$ cat src/rtl/df_seq_pkg.sv
package df_seq_pkg;

    typedef enum logic [1:0] {
        PH_IDLE   = 2'd0,
        PH_GUARD  = 2'd1,
        PH_REF    = 2'd2,
        PH_SWITCH = 2'd3
    } phase_e;

endpackage

$ cat src/rtl/df_sample_pacer.sv
// Modulo tick counter: strobes on the first enabled cycle after a clear
// and then every 'period' enabled cycles.
module df_sample_pacer #(
    parameter int SP_W = 8
) (
    input  logic            clk,
    input  logic            rst_n,
    input  logic            clr,
    input  logic            en,
    input  logic [SP_W-1:0] period,
    output logic            hit
);

    logic [SP_W-1:0] cnt_d, cnt_q;

    always_comb begin
        cnt_d = cnt_q;
        if (clr) begin
            cnt_d = '0;
        end else if (en) begin
            cnt_d = (cnt_q >= period - SP_W'(1)) ? '0 : cnt_q + SP_W'(1);
        end
    end

    always_ff @(posedge clk or negedge rst_n) begin
        if (!rst_n) cnt_q <= '0;
        else        cnt_q <= cnt_d;
    end

    assign hit = en && (cnt_q == '0);

    AST_PACE_IN_RANGE: assert property (@(posedge clk) disable iff (!rst_n)
        (en && !clr && period != '0 && cnt_q < period) |=> (cnt_q < period || $changed(period)));

endmodule

$ cat src/rtl/df_pattern_walker.sv
// Holds the active list entry and selects its antenna word.
module df_pattern_walker #(
    parameter int N_ANT = 4,
    parameter int N_PAT = 8,
    localparam int IDX_W = (N_PAT > 1) ? $clog2(N_PAT) : 1,
    localparam int LEN_W = $clog2(N_PAT + 1)
) (
    input  logic                   clk,
    input  logic                   rst_n,
    input  logic                   load0,
    input  logic                   adv,
    input  logic [LEN_W-1:0]       pat_len,
    input  logic [N_PAT*N_ANT-1:0] pat_list,
    output logic [IDX_W-1:0]       idx,
    output logic [N_ANT-1:0]       pat
);

    logic [IDX_W-1:0] idx_d, idx_q;
    logic [LEN_W:0]   nxt;

    always_comb begin
        idx_d = idx_q;
        nxt   = (LEN_W+1)'(idx_q) + (LEN_W+1)'(1);
        if (load0) begin
            idx_d = '0;
        end else if (adv) begin
            idx_d = (nxt >= (LEN_W+1)'(pat_len)) ? IDX_W'(1) : IDX_W'(nxt);
        end
    end

    always_ff @(posedge clk or negedge rst_n) begin
        if (!rst_n) idx_q <= '0;
        else        idx_q <= idx_d;
    end

    assign idx = idx_q;
    assign pat = pat_list[idx_q*N_ANT +: N_ANT];

    AST_ADV_SKIPS_REF: assert property (@(posedge clk) disable iff (!rst_n)
        (adv && !load0) |=> (idx_q != '0));

endmodule

$ cat src/rtl/df_switch_seq.sv
module df_switch_seq
    import df_seq_pkg::*;
#(
    parameter int N_ANT       = 4,
    parameter int N_PAT       = 8,
    parameter int GUARD_TICKS = 64,
    parameter int REF_TICKS   = 128,
    parameter int UNIT_TICKS  = 128,
    parameter int EXT_W       = 6,
    parameter int SP_W        = 8,
    localparam int T_W   = $clog2(UNIT_TICKS * ((1 << EXT_W) - 1) + 1),
    localparam int SMP_W = T_W,
    localparam int IDX_W = (N_PAT > 1) ? $clog2(N_PAT) : 1,
    localparam int LEN_W = $clog2(N_PAT + 1)
) (
    input  logic                   clk,
    input  logic                   rst_n,
    input  logic                   start,
    input  logic [EXT_W-1:0]       ext_units,
    input  logic [SP_W-1:0]        ref_spacing,
    input  logic [SP_W-1:0]        sw_spacing,
    input  logic [SP_W-1:0]        sw_smp_spacing,
    input  logic [LEN_W-1:0]       pat_len,
    input  logic [N_PAT*N_ANT-1:0] pat_list,
    output logic [N_ANT-1:0]       ant_sel,
    output logic                   smp_vld,
    output logic [SMP_W-1:0]       smp_idx,
    output logic [IDX_W-1:0]       smp_tag,
    output logic                   done
);

    typedef struct packed {
        phase_e            phase;
        logic [T_W-1:0]    tcnt;
        logic [SP_W-1:0]   slot_cnt;
        logic              smp_slot;
        logic              smp_on;
        logic [SMP_W-1:0]  smp_idx;
        logic              done;
    } seq_t;

    seq_t r_d, r_q;

    logic              load0, adv, pclr, pen, hit;
    logic [SP_W-1:0]   period;
    logic [SP_W-1:0]   slot_len;
    logic              slot_end;
    logic [T_W-1:0]    sw_len;
    logic [IDX_W-1:0]  cur_idx;
    logic [N_ANT-1:0]  cur_pat;

    assign slot_len = sw_spacing >> 1;
    assign slot_end = (r_q.slot_cnt == slot_len - SP_W'(1));
    assign sw_len   = T_W'(ext_units) * T_W'(UNIT_TICKS) - T_W'(GUARD_TICKS + REF_TICKS);

    always_comb begin
        r_d      = r_q;
        r_d.done = 1'b0;
        load0    = 1'b0;
        adv      = 1'b0;
        pclr     = 1'b0;
        pen      = 1'b0;
        period   = ref_spacing;
        unique case (r_q.phase)
            PH_IDLE: begin
                if (start) begin
                    r_d.phase   = PH_GUARD;
                    r_d.tcnt    = '0;
                    r_d.smp_idx = '0;
                    load0       = 1'b1;
                end
            end
            PH_GUARD: begin
                r_d.tcnt = r_q.tcnt + T_W'(1);
                if (r_q.tcnt == T_W'(GUARD_TICKS - 1)) begin
                    r_d.phase = PH_REF;
                    r_d.tcnt  = '0;
                    pclr      = 1'b1;
                end
            end
            PH_REF: begin
                pen      = 1'b1;
                r_d.tcnt = r_q.tcnt + T_W'(1);
                if (hit) r_d.smp_idx = r_q.smp_idx + SMP_W'(1);
                if (r_q.tcnt == T_W'(REF_TICKS - 1)) begin
                    r_d.phase    = PH_SWITCH;
                    r_d.tcnt     = '0;
                    r_d.slot_cnt = '0;
                    r_d.smp_slot = 1'b0;
                    r_d.smp_on   = 1'b0;
                    adv          = 1'b1;
                end
            end
            PH_SWITCH: begin
                period       = sw_smp_spacing;
                pen          = r_q.smp_on;
                r_d.tcnt     = r_q.tcnt + T_W'(1);
                r_d.slot_cnt = slot_end ? '0 : r_q.slot_cnt + SP_W'(1);
                if (hit) r_d.smp_idx = r_q.smp_idx + SMP_W'(1);
                if (slot_end) begin
                    r_d.smp_slot = ~r_q.smp_slot;
                    adv          = r_q.smp_slot;
                    if (!r_q.smp_on) begin
                        r_d.smp_on = 1'b1;
                        pclr       = 1'b1;
                    end
                end
                if (r_q.tcnt == sw_len - T_W'(1)) begin
                    r_d.phase = PH_IDLE;
                    r_d.done  = 1'b1;
                end
            end
            default: r_d.phase = PH_IDLE;
        endcase
    end

    always_ff @(posedge clk or negedge rst_n) begin
        if (!rst_n) begin
            r_q       <= '0;
            r_q.phase <= PH_IDLE;
        end else begin
            r_q <= r_d;
        end
    end

    df_sample_pacer #(.SP_W(SP_W)) u_pacer (
        .clk    (clk),
        .rst_n  (rst_n),
        .clr    (pclr),
        .en     (pen),
        .period (period),
        .hit    (hit)
    );

    df_pattern_walker #(.N_ANT(N_ANT), .N_PAT(N_PAT)) u_walker (
        .clk      (clk),
        .rst_n    (rst_n),
        .load0    (load0),
        .adv      (adv),
        .pat_len  (pat_len),
        .pat_list (pat_list),
        .idx      (cur_idx),
        .pat      (cur_pat)
    );

    assign ant_sel = (r_q.phase != PH_IDLE) ? cur_pat : '0;
    assign smp_vld = hit;
    assign smp_idx = r_q.smp_idx;
    assign smp_tag = cur_idx;
    assign done    = r_q.done;

    AST_GUARD_SILENT: assert property (@(posedge clk) disable iff (!rst_n)
        (r_q.phase == PH_GUARD) |-> !smp_vld);

    AST_FIRST_SLOT_GAP: assert property (@(posedge clk) disable iff (!rst_n)
        (r_q.phase == PH_SWITCH && !r_q.smp_on) |-> !smp_vld);

    AST_HOLD_IN_SAMPLE_SLOT: assert property (@(posedge clk) disable iff (!rst_n)
        (r_q.phase == PH_SWITCH && r_q.smp_slot) |-> $stable(smp_tag));

    AST_DONE_ONE_CYCLE: assert property (@(posedge clk) disable iff (!rst_n)
        done |=> !done);

    AST_DONE_LINES_LOW: assert property (@(posedge clk) disable iff (!rst_n)
        done |-> (ant_sel == '0 && !smp_vld));

    AST_START_IGNORED: assert property (@(posedge clk) disable iff (!rst_n)
        ((r_q.phase == PH_REF || r_q.phase == PH_SWITCH) && start) |=> (r_q.phase != PH_GUARD));

endmodule

$ cat config.mk
export PLATFORM = sky130hd
export DESIGN_NAME = df_switch_seq
export DESIGN_NICKNAME = d
export VERILOG_FILES = /design/src/rtl/df_seq_pkg.sv /design/src/rtl/df_sample_pacer.sv /design/src/rtl/df_pattern_walker.sv /design/src/rtl/df_switch_seq.sv
export SDC_FILE = /design/constraint.sdc
export NUM_CORES = 1
export LEC_CHECK = 0
export ABC_AREA = 1
export BUFFER_PORTS_ARGS = -buffer_cell sky130_fd_sc_hd__buf_2
export CORE_MARGIN = 4
export CORE_UTILIZATION = 60
export CTS_CLUSTER_DIAMETER = 80
export DETAILED_ROUTE_END_ITERATION = 8
export PLACE_DENSITY = 0.87
export SLEW_MARGIN = 20
export SYNTH_ARGS = -nofsm -noshare
export SYNTH_HDL_FRONTEND = slang
export SYNTH_SLANG_ARGS = --single-unit
$ cat constraint.sdc
create_clock -name clk -period 6.45 [get_ports clk]
set_input_delay 0.3225 -clock clk [delete_from_list [all_inputs] [get_ports clk]]
set_output_delay 0.3225 -clock clk [all_outputs]
set_load 0.005 [all_outputs]
==> results_tabular.tex, run 1 <==
\begin{tabular}{lr}
\hline
Metric & Value \\
\hline
\multicolumn{2}{l}{\textbf{Status}} \\
Outcome & completed \\
\multicolumn{2}{l}{\textbf{Finish}} \\
Commonest cells after routing, fill and taps aside & sky130\_fd\_sc\_hd\_\_nand2\_1 (116), sky130\_fd\_sc\_hd\_\_buf\_2 (88), sky130\_fd\_sc\_hd\_\_nor2\_1 (73), sky130\_fd\_sc\_hd\_\_inv\_1 (67), sky130\_fd\_sc\_hd\_\_dfrtp\_1 (50) \\
Total area of sequential cells & 1250 sq um \\
Multi-input gate area & 2440 sq um \\
Area overhead of the layout relative to synthesis & 12.4\% \\
Antenna cells & 0 \\
Fill cell count & 536 \\
Fraction of layout instances using a drive strength above 1 & 18.8\% \\
Post-layout nets & 739 \\
Leading cell type in the layout, fill and taps excluded & sky130\_fd\_sc\_hd\_\_nand2\_1 \\
Total non-filler cell area in the finished layout & 4620 sq um \\
\multicolumn{2}{l}{\textbf{Flow run}} \\
Max-cap violations & 0 \\
\multicolumn{2}{l}{\textbf{STA}} \\
Hold Worst Slack & 20.7 ps \\
Setup repair after global routing missed its margin & no \\
Max-slew violation total from the final report & 0 \\
Fraction of the cycle the final worst path needs & 49.6\% \\
Worst Clk Skew & 9.10 ps \\
Maximum clock rate & 313 MHz \\
Number of failing setup endpoints in the final timing report & 0 \\
Tightest Pin Transition & 694 ps \\
Final hold violation count & 0 \\
Final Worst Setup Slack & 3250 ps \\
Period minus WS final & 3200 ps \\
Normalized max-slew margin & 53.4\% \\
Aggregate negative setup slack & 0 ps \\
\multicolumn{2}{l}{\textbf{Yosys}} \\
Total standard cell area after synthesis & 4110 sq um \\
Number of cells produced by synthesis & 575 \\
Synthesized area per cell & 7.14 sq um \\
Proportion of register bits with asynchronous set or reset after synthesis & 100\% \\
Dominant cells by area after synthesis & sky130\_fd\_sc\_hd\_\_dfrtp\_1 (30\%), sky130\_fd\_sc\_hd\_\_nand2\_1 (11\%), sky130\_fd\_sc\_hd\_\_nor2\_1 (6.7\%), sky130\_fd\_sc\_hd\_\_ha\_1 (6.4\%), sky130\_fd\_sc\_hd\_\_inv\_1 (6.1\%) \\
Fraction of the yosys area taken by sequential cells & 30.5\% \\
Post-synth top flop & sky130\_fd\_sc\_hd\_\_dfrtp\_1 \\
Number of flops mapped to enable cells by yosys & 0 \\
Synth cell types & 43 \\
Area share of the leading cell type in the synthesized netlist & 30.5\% \\
Post-synth net total & 665 \\
Number of synthesized register bits & 50 \\
Total number of yosys warnings & 0 \\
Cell taking the most area after synthesis & sky130\_fd\_sc\_hd\_\_dfrtp\_1 \\
\multicolumn{2}{l}{\textbf{Route}} \\
Residual DRC & 0 \\
Met2 WL & 4760 um \\
Initial DRC Count & 189 \\
Wire length reported by the detailed router & 9520 um \\
Sum of routed wire segments on met1 & 3980 um \\
Vias & 4066 \\
Detailed route wirelength on metal3 & 567 um \\
Top sig layer & met4 \\
Via density per instance & 5.60 \\
Mean routed wirelength per cell & 13.1 um \\
Remaining antenna violation count & 0 \\
Drt first pass iters & 5 \\
\multicolumn{2}{l}{\textbf{Clocking}} \\
TritonCTS clock tree & done \\
Clock sink count & 50 \\
TritonCTS Buffers & 5 \\
Number of H-tree branching levels & 2 \\
Root buffer selected by CTS & sky130\_fd\_sc\_hd\_\_clkbuf\_8 \\
Number of resized instances in the post-cts repair step & 0 \\
Number of setup buffers added after CTS & 0 \\
Clock insertion delay at the later pin of the skew report & 310 ps \\
Clock transition at the registers of the reported paths & 90 ps \\
Number of buffers on the longest clock path & 2 \\
Quantity of hold-fixing buffers added after cts & 0 \\
\multicolumn{2}{l}{\textbf{Critical path}} \\
Element type at the critical path end & register \\
Worst EP arrival & 3400 ps \\
Worst-path cell with the longest stage delay & sky130\_fd\_sc\_hd\_\_dfrtp\_1 \\
Worst Reg-to-Reg Cells & 16 \\
Endpoint of the lowest-slack register-to-register path & u\_pacer.cnt\_q[3] \\
Startpoint of the most critical register-to-register path & r\_q[38] \\
Required time of the critical path & 6650 ps \\
Element type at the critical path start & register \\
Startpoint-to-endpoint class of the critical path & reg -> reg \\
Cells along the critical path & nand2\_2 > inv\_2 > or2\_2 > o21ai\_2 > nand2\_1 > inv\_1 > nand4\_1 > xor2\_1 > ha\_1 > nand2\_1 > nor2\_1 > nand4\_1 > nand3\_1 > nand2\_1 > nand3\_2 > nor2\_1 \\
Largest fanout of any net on the critical path & 14 \\
Reg2reg setup slack & 3250 ps \\
Largest stage delay on the critical path & 590 ps \\
Worst path most repeated cell & sky130\_fd\_sc\_hd\_\_nand2\_1 \\
\multicolumn{2}{l}{\textbf{Placement}} \\
IO buf count & 89 \\
Global placer's final weighted congestion & 0.825 \\
Area post-placement & 4500 sq um \\
HPWL after detailed placement & 7470 um \\
Placement-stage worst setup slack & 3310 ps \\
\multicolumn{2}{l}{\textbf{Floorplanning}} \\
Core region area & 6490 sq um \\
Standard-cell row count & 29 \\
Top-level I/O count & 91 \\
Initial standard-cell utilization of the core & 63.2\% \\
Width of the die & 90.7 um \\
Vertical die dimension & 90.7 um \\
Die area & 8230 sq um \\
\multicolumn{2}{l}{\textbf{Power}} \\
Maximum vdd ir drop & 0.216 mV \\
Power density over cell area & 284 nW/um\^{}2 \\
Leakage dissipation & 2.38 nW \\
\multicolumn{2}{l}{\textbf{Global route}} \\
GR Util All Layers & 23.5\% \\
Wire length of the first global-routing pass & 16600 um \\
Initial antenna violation count & 0 \\
Number of global-route vias before repair & 3944 \\
Maximum number of pins on one net before global-route repair & 51 \\
Sum of overflow across all layers after global routing & 0 \\
\multicolumn{2}{l}{\textbf{Worst hold path}} \\
Worst min-delay path category & in -> async \\
\hline
\end{tabular}
worst max-delay path by stage:
stage	from	slack, ps	cells past startpoint	to
global route	r_q[38]	3000	13	u_pacer.cnt_q[0]
CTS	r_q[38]	3280	16	u_pacer.cnt_q[3]
detailed placement	r_q[38]	3310	16	u_pacer.cnt_q[3]
global placement	r_q[38]	3410	16	u_pacer.cnt_q[0]
finish	r_q[38]	3250	16	u_pacer.cnt_q[3]
floorplan	r_q[37]	4060	14	u_pacer.cnt_q[2]
synth_stat cells, types with 4 or more instances:
cell / count
sky130_fd_sc_hd__inv_2: 6
sky130_fd_sc_hd__ha_1: 21
sky130_fd_sc_hd__dfrtp_1: 50
sky130_fd_sc_hd__a31oi_1: 4
sky130_fd_sc_hd__xor2_1: 24
sky130_fd_sc_hd__nand3_1: 37
sky130_fd_sc_hd__nor2_1: 73
sky130_fd_sc_hd__o22ai_1: 14
sky130_fd_sc_hd__nand4_1: 21
sky130_fd_sc_hd__a21oi_1: 12
sky130_fd_sc_hd__inv_1: 67
sky130_fd_sc_hd__o21ai_1: 11
sky130_fd_sc_hd__buf_4: 14
sky130_fd_sc_hd__nand2_1: 116
sky130_fd_sc_hd__xnor2_1: 14
sky130_fd_sc_hd__o21ai_0: 33
sky130_fd_sc_hd__nor3_1: 16
stage by stage:
stage / power [W] / utilization, % / std cells
after floorplan: 0.000927 / - / 575
after global placement: 0.00105 / 69.3 / 719
after detailed placement: 0.00108 / 69.3 / 719
after CTS: 0.00131 / 71.1 / 726
after global routing: 0.00143 / 71.1 / 726
final: 0.00131 / 71.1 / 726
per-layer routing:
| metal | vias to the layer above | track usage [%] |
|---|---|---|
| li1 | 2033 | - |
| met4 | 0 | 7.40 |
| met5 | - | 0 |
| met2 | 137 | 43.5 |
| met3 | 22 | 4.58 |
| met1 | 1874 | 27.0 |
flip-flops by register name (all words and copies together), names as in the netlist:
name	count
r_q	25
smp_idx	13
u_pacer.cnt_q	8
u_walker.idx	3
done	1
power by group:
| group | switching [W] | internal, W |
|---|---|---|
| Sequential | 0.000105 | 0.000381 |
| Clock | 0.000102 | 0.000124 |
| Combinational | 0.000338 | 0.000261 |
| Total | 0.000545 | 0.000766 |
final cells by class:
| cell class | instances | area share, % |
|---|---|---|
| timing repair buffer | 89 | 9.70 |
| clock inverter | 1 | 0.650 |
| multi-input combinational | 430 | 52.8 |
| sequential | 50 | 27.1 |
| tap | 77 | 2.09 |
| clock buffer | 6 | 1.79 |
| inverter | 73 | 5.93 |
worst max-delay path, delay by kind of cell, from the launching register on:
kind	cells	cell delay [ps]
AOI/OAI and AO/OA	1	90
xor gates and xnor gates	1	170
and+or+nand+nor	11	1680
DFF	1	590
buffers and inverters	2	260
adders and majority gates	1	310
cells by family (layout without fill, tap and decap cells):
| group | Yosys count | count (layout) | share of synthesized area [%] |
|---|---|---|---|
| and+or+nand+nor | 283 | 283 | 31.5 |
| buffers and inverters | 95 | 169 | 10.2 |
| AOI/OAI and AO/OA | 82 | 82 | 11.2 |
| DFF | 50 | 50 | 30.5 |
| xor gates and xnor gates | 38 | 38 | 8.10 |
| adders and majority gates | 21 | 21 | 6.40 |
| muxes | 6 | 6 | 2.10 |
(Power assumes the default switching activity.)
==> run 2: changes to the inputs <==
- CORE_UTILIZATION: 60 -> 56
- PLACE_DENSITY: 0.87 -> 0.82
- clock period: 6.45 -> 3.1 ns (I/O delays scaled with it)
==> results_tabular.tex, run 2 (synthesis gave the netlist of run 1 again) <==
\begin{tabular}{lr}
\hline
Metric & Value \\
\hline
\multicolumn{2}{l}{\textbf{Critical path}} \\
Startpoint-to-endpoint class of the critical path & reg -> reg \\
Element type at the critical path end & register \\
Reg2reg setup slack & 320 ps (-2930 ps) \\
Required time of the critical path & 3340 ps (-3310 ps) \\
Element type at the critical path start & register \\
Largest fanout of any net on the critical path & 11 (-3) \\
Worst EP arrival & 3010 ps (-390 ps) \\
\multicolumn{2}{l}{\textbf{Finish}} \\
Fill cell count & 580 (+8.2\%) \\
Flip-flop count of the largest register, all copies and words added & 25 (unchanged) \\
Area overhead of the layout relative to synthesis & 14.0\% \\
Register with the highest flop count & r\_q \\
Total non-filler cell area in the finished layout & 4680 sq um (+1.4\%) \\
Leading cell type in the layout, fill and taps excluded & sky130\_fd\_sc\_hd\_\_nand2\_1 \\
Fraction of layout instances using a drive strength above 1 & 19.2\% (+0.44 points) \\
Share of the core filled with cells & 67.4\% (-3.7 points) \\
Commonest cells after routing, fill and taps aside & sky130\_fd\_sc\_hd\_\_nand2\_1 (116), sky130\_fd\_sc\_hd\_\_buf\_2 (89), sky130\_fd\_sc\_hd\_\_nor2\_1 (73), sky130\_fd\_sc\_hd\_\_inv\_1 (67), sky130\_fd\_sc\_hd\_\_dfrtp\_1 (50) \\
Post-layout nets & 744 (+0.68\%) \\
Antenna cells & 0 (unchanged) \\
\multicolumn{2}{l}{\textbf{Clocking}} \\
TritonCTS clock tree & done \\
Clock insertion delay at the later pin of the skew report & 310 ps (about the same) \\
Clock sink count & 50 (unchanged) \\
Clock transition at the registers of the reported paths & 90 ps (about the same) \\
Number of buffers on the longest clock path & 2 (unchanged) \\
Root buffer selected by CTS & sky130\_fd\_sc\_hd\_\_clkbuf\_8 \\
Number of H-tree branching levels & 2 (unchanged) \\
TritonCTS Buffers & 5 (unchanged) \\
Number of setup buffers added after CTS & 0 (unchanged) \\
\multicolumn{2}{l}{\textbf{Floorplanning}} \\
Width of the die & 93.6 um (+3.2\%) \\
Standard-cell row count & 30 (+3.4\%) \\
Initial standard-cell utilization of the core & 59.2\% (-4.1 points) \\
Core region area & 6940 sq um (+6.9\%) \\
Die area & 8770 sq um (+6.5\%) \\
Vertical die dimension & 93.6 um (+3.2\%) \\
Top-level I/O count & 91 (unchanged) \\
\multicolumn{2}{l}{\textbf{Power}} \\
Switching fraction of total power & 42.1\% (+0.52 points) \\
Proportion of power drawn by the clock network & 16.9\% (-0.4 points) \\
Sequential share of power & 36.2\% (-0.8 points) \\
Maximum vdd ir drop & 0.445 mV (+110\%) \\
Combinational group share of total power & 47.0\% (+1.3 points) \\
Switching Power & 0.00115 W (+110\%) \\
Leakage dissipation & 2.40 nW (+0.72\%) \\
Power density over cell area & 583 nW/um\^{}2 (+110\%) \\
Internal power summed over all cells & 0.00158 W (+110\%) \\
\multicolumn{2}{l}{\textbf{STA}} \\
Max-slew violation total from the final report & 0 (unchanged) \\
Number of failing setup endpoints in the final timing report & 0 (unchanged) \\
Setup repair after global routing missed its margin & no \\
Tightest Pin Transition & 687 ps (-7.28 ps) \\
Aggregate negative setup slack & 0 ps (unchanged) \\
Normalized max-slew margin & 53.9\% (+0.49 points) \\
Final hold violation count & 0 (unchanged) \\
Fraction of the cycle the final worst path needs & 89.5\% (+40 points) \\
Maximum clock rate & 360 MHz (+15\%) \\
Final Worst Setup Slack & 324 ps (-2930 ps) \\
Period minus WS final & 2780 ps (-424 ps) \\
Worst Clk Skew & 9.30 ps (+0.201 ps) \\
\multicolumn{2}{l}{\textbf{Placement}} \\
Area post-placement & 4560 sq um (+1.2\%) \\
HPWL after detailed placement & 7700 um (+3.1\%) \\
Placement-stage worst setup slack & 279 ps (-3030 ps) \\
Global placer's final weighted congestion & 0.890 (+7.9\%) \\
IO buf count & 89 (unchanged) \\
\multicolumn{2}{l}{\textbf{Route}} \\
Residual DRC & 0 (unchanged) \\
Vias & 4097 (+0.76\%) \\
Via density per instance & 5.46 (-2.6\%) \\
Remaining antenna violation count & 0 (unchanged) \\
Mean routed wirelength per cell & 12.9 um (-1.9\%) \\
Drt first pass iters & 5 (unchanged) \\
Initial DRC Count & 129 (-32\%) \\
Wire length reported by the detailed router & 9660 um (+1.5\%) \\
\multicolumn{2}{l}{\textbf{Global route}} \\
GR Util All Layers & 22.7\% (-0.81 points) \\
Sum of overflow across all layers after global routing & 0 (unchanged) \\
Wire length of the first global-routing pass & 16600 um (+0.34\%) \\
Initial antenna violation count & 0 (unchanged) \\
Maximum number of pins on one net before global-route repair & 30 (-41\%) \\
Number of global-route vias before repair & 3930 (-0.35\%) \\
\multicolumn{2}{l}{\textbf{Worst hold path}} \\
Worst min-delay path category & in -> reg \\
\multicolumn{2}{l}{\textbf{Status}} \\
Outcome & completed \\
\multicolumn{2}{l}{\textbf{Flow run}} \\
Max-cap violations & 0 (unchanged) \\
\hline
\end{tabular}
-- run 2: repair_timing --
item / CTS / global route
hold buffers: 1 / 0
hold endpoints to repair: 28 / 0
endpoints found under the setup margin: 0 / 6
resized for setup: 0 / 1
-- run 2: final timing paths --
kind,cells after the start,end,from
hold / removal,4,r_q[29],start
max in group asynchronous,3,r_q[34],rst_n
min in group asynchronous,2,smp_idx[1],rst_n
hold reg to reg,1,r_q[24],r_q[24]
setup reg to reg,15,u_pacer.cnt_q[2],r_q[37]
setup / recovery,15,u_pacer.cnt_q[2],r_q[37]
-- run 2: critical path, stage by stage (launching register included) --
cell,delay (ps)
sky130_fd_sc_hd__dfrtp_1,470
sky130_fd_sc_hd__nand2_4,200
sky130_fd_sc_hd__inv_2,130
sky130_fd_sc_hd__or2_2,300
sky130_fd_sc_hd__o21ai_2,100
sky130_fd_sc_hd__nand2_1,80
sky130_fd_sc_hd__inv_1,70
sky130_fd_sc_hd__nand4_1,110
sky130_fd_sc_hd__xor2_1,170
sky130_fd_sc_hd__ha_1,290
sky130_fd_sc_hd__a21oi_1,130
sky130_fd_sc_hd__o21a_1,140
sky130_fd_sc_hd__nand3_1,130
sky130_fd_sc_hd__nand2_1,100
sky130_fd_sc_hd__nand3_2,140
sky130_fd_sc_hd__nor2_1,120
-- run 2: final cells by class --
cell class / instances / area (sq um) / share of cell area [%]
repair buffers: 94 / 485 / 10.4
clock buffers: 6 / 72.6 / 1.55
clock inverters: 2 / 37.5 / 0.802
multi-input cells: 430 / 2440 / 52.1
well taps: 96 / 120 / 2.57
inverters: 73 / 274 / 5.85
flip-flops and latches: 50 / 1250 / 26.7
-- run 2: power by group through the flow --
stage               Sequential [W]  Combinational (W)  Clock, W
CTS                       0.000986            0.00129  0.000468
finish                    0.000988            0.00128  0.000460
floorplan                 0.000932           0.000998         0
detailed placement        0.000997            0.00128         0
global route               0.00102            0.00148  0.000489
global placement          0.000988            0.00122         0
-- run 2: metrics by stage --
step | power, W | hold WS [ps] | std cells
5_1_grt | 0.00298 | 242 | 751
6_report | 0.00273 | 204 | 751
3_3_place_gp | 0.00221 | 215 | 742
2_1_floorplan | 0.00193 | -141 | 575
3_5_place_dp | 0.00228 | 222 | 742
4_1_cts | 0.00275 | 198 | 751
-- run 2: routing by layer --
| metal | vias to the layer above | share of wire (%) | wire (um) | GRT usage, % |
|---|---|---|---|---|
| met2 | 133 | 51 | 4960 | 42.9 |
| met1 | 1914 | 42 | 4050 | 27.2 |
| met5 | - | 0 | 0 | 0 |
| li1 | 2040 | - | - | - |
| met4 | 0 | 1.1 | 106 | 5.54 |
| met3 | 10 | 5.7 | 548 | 2.74 |
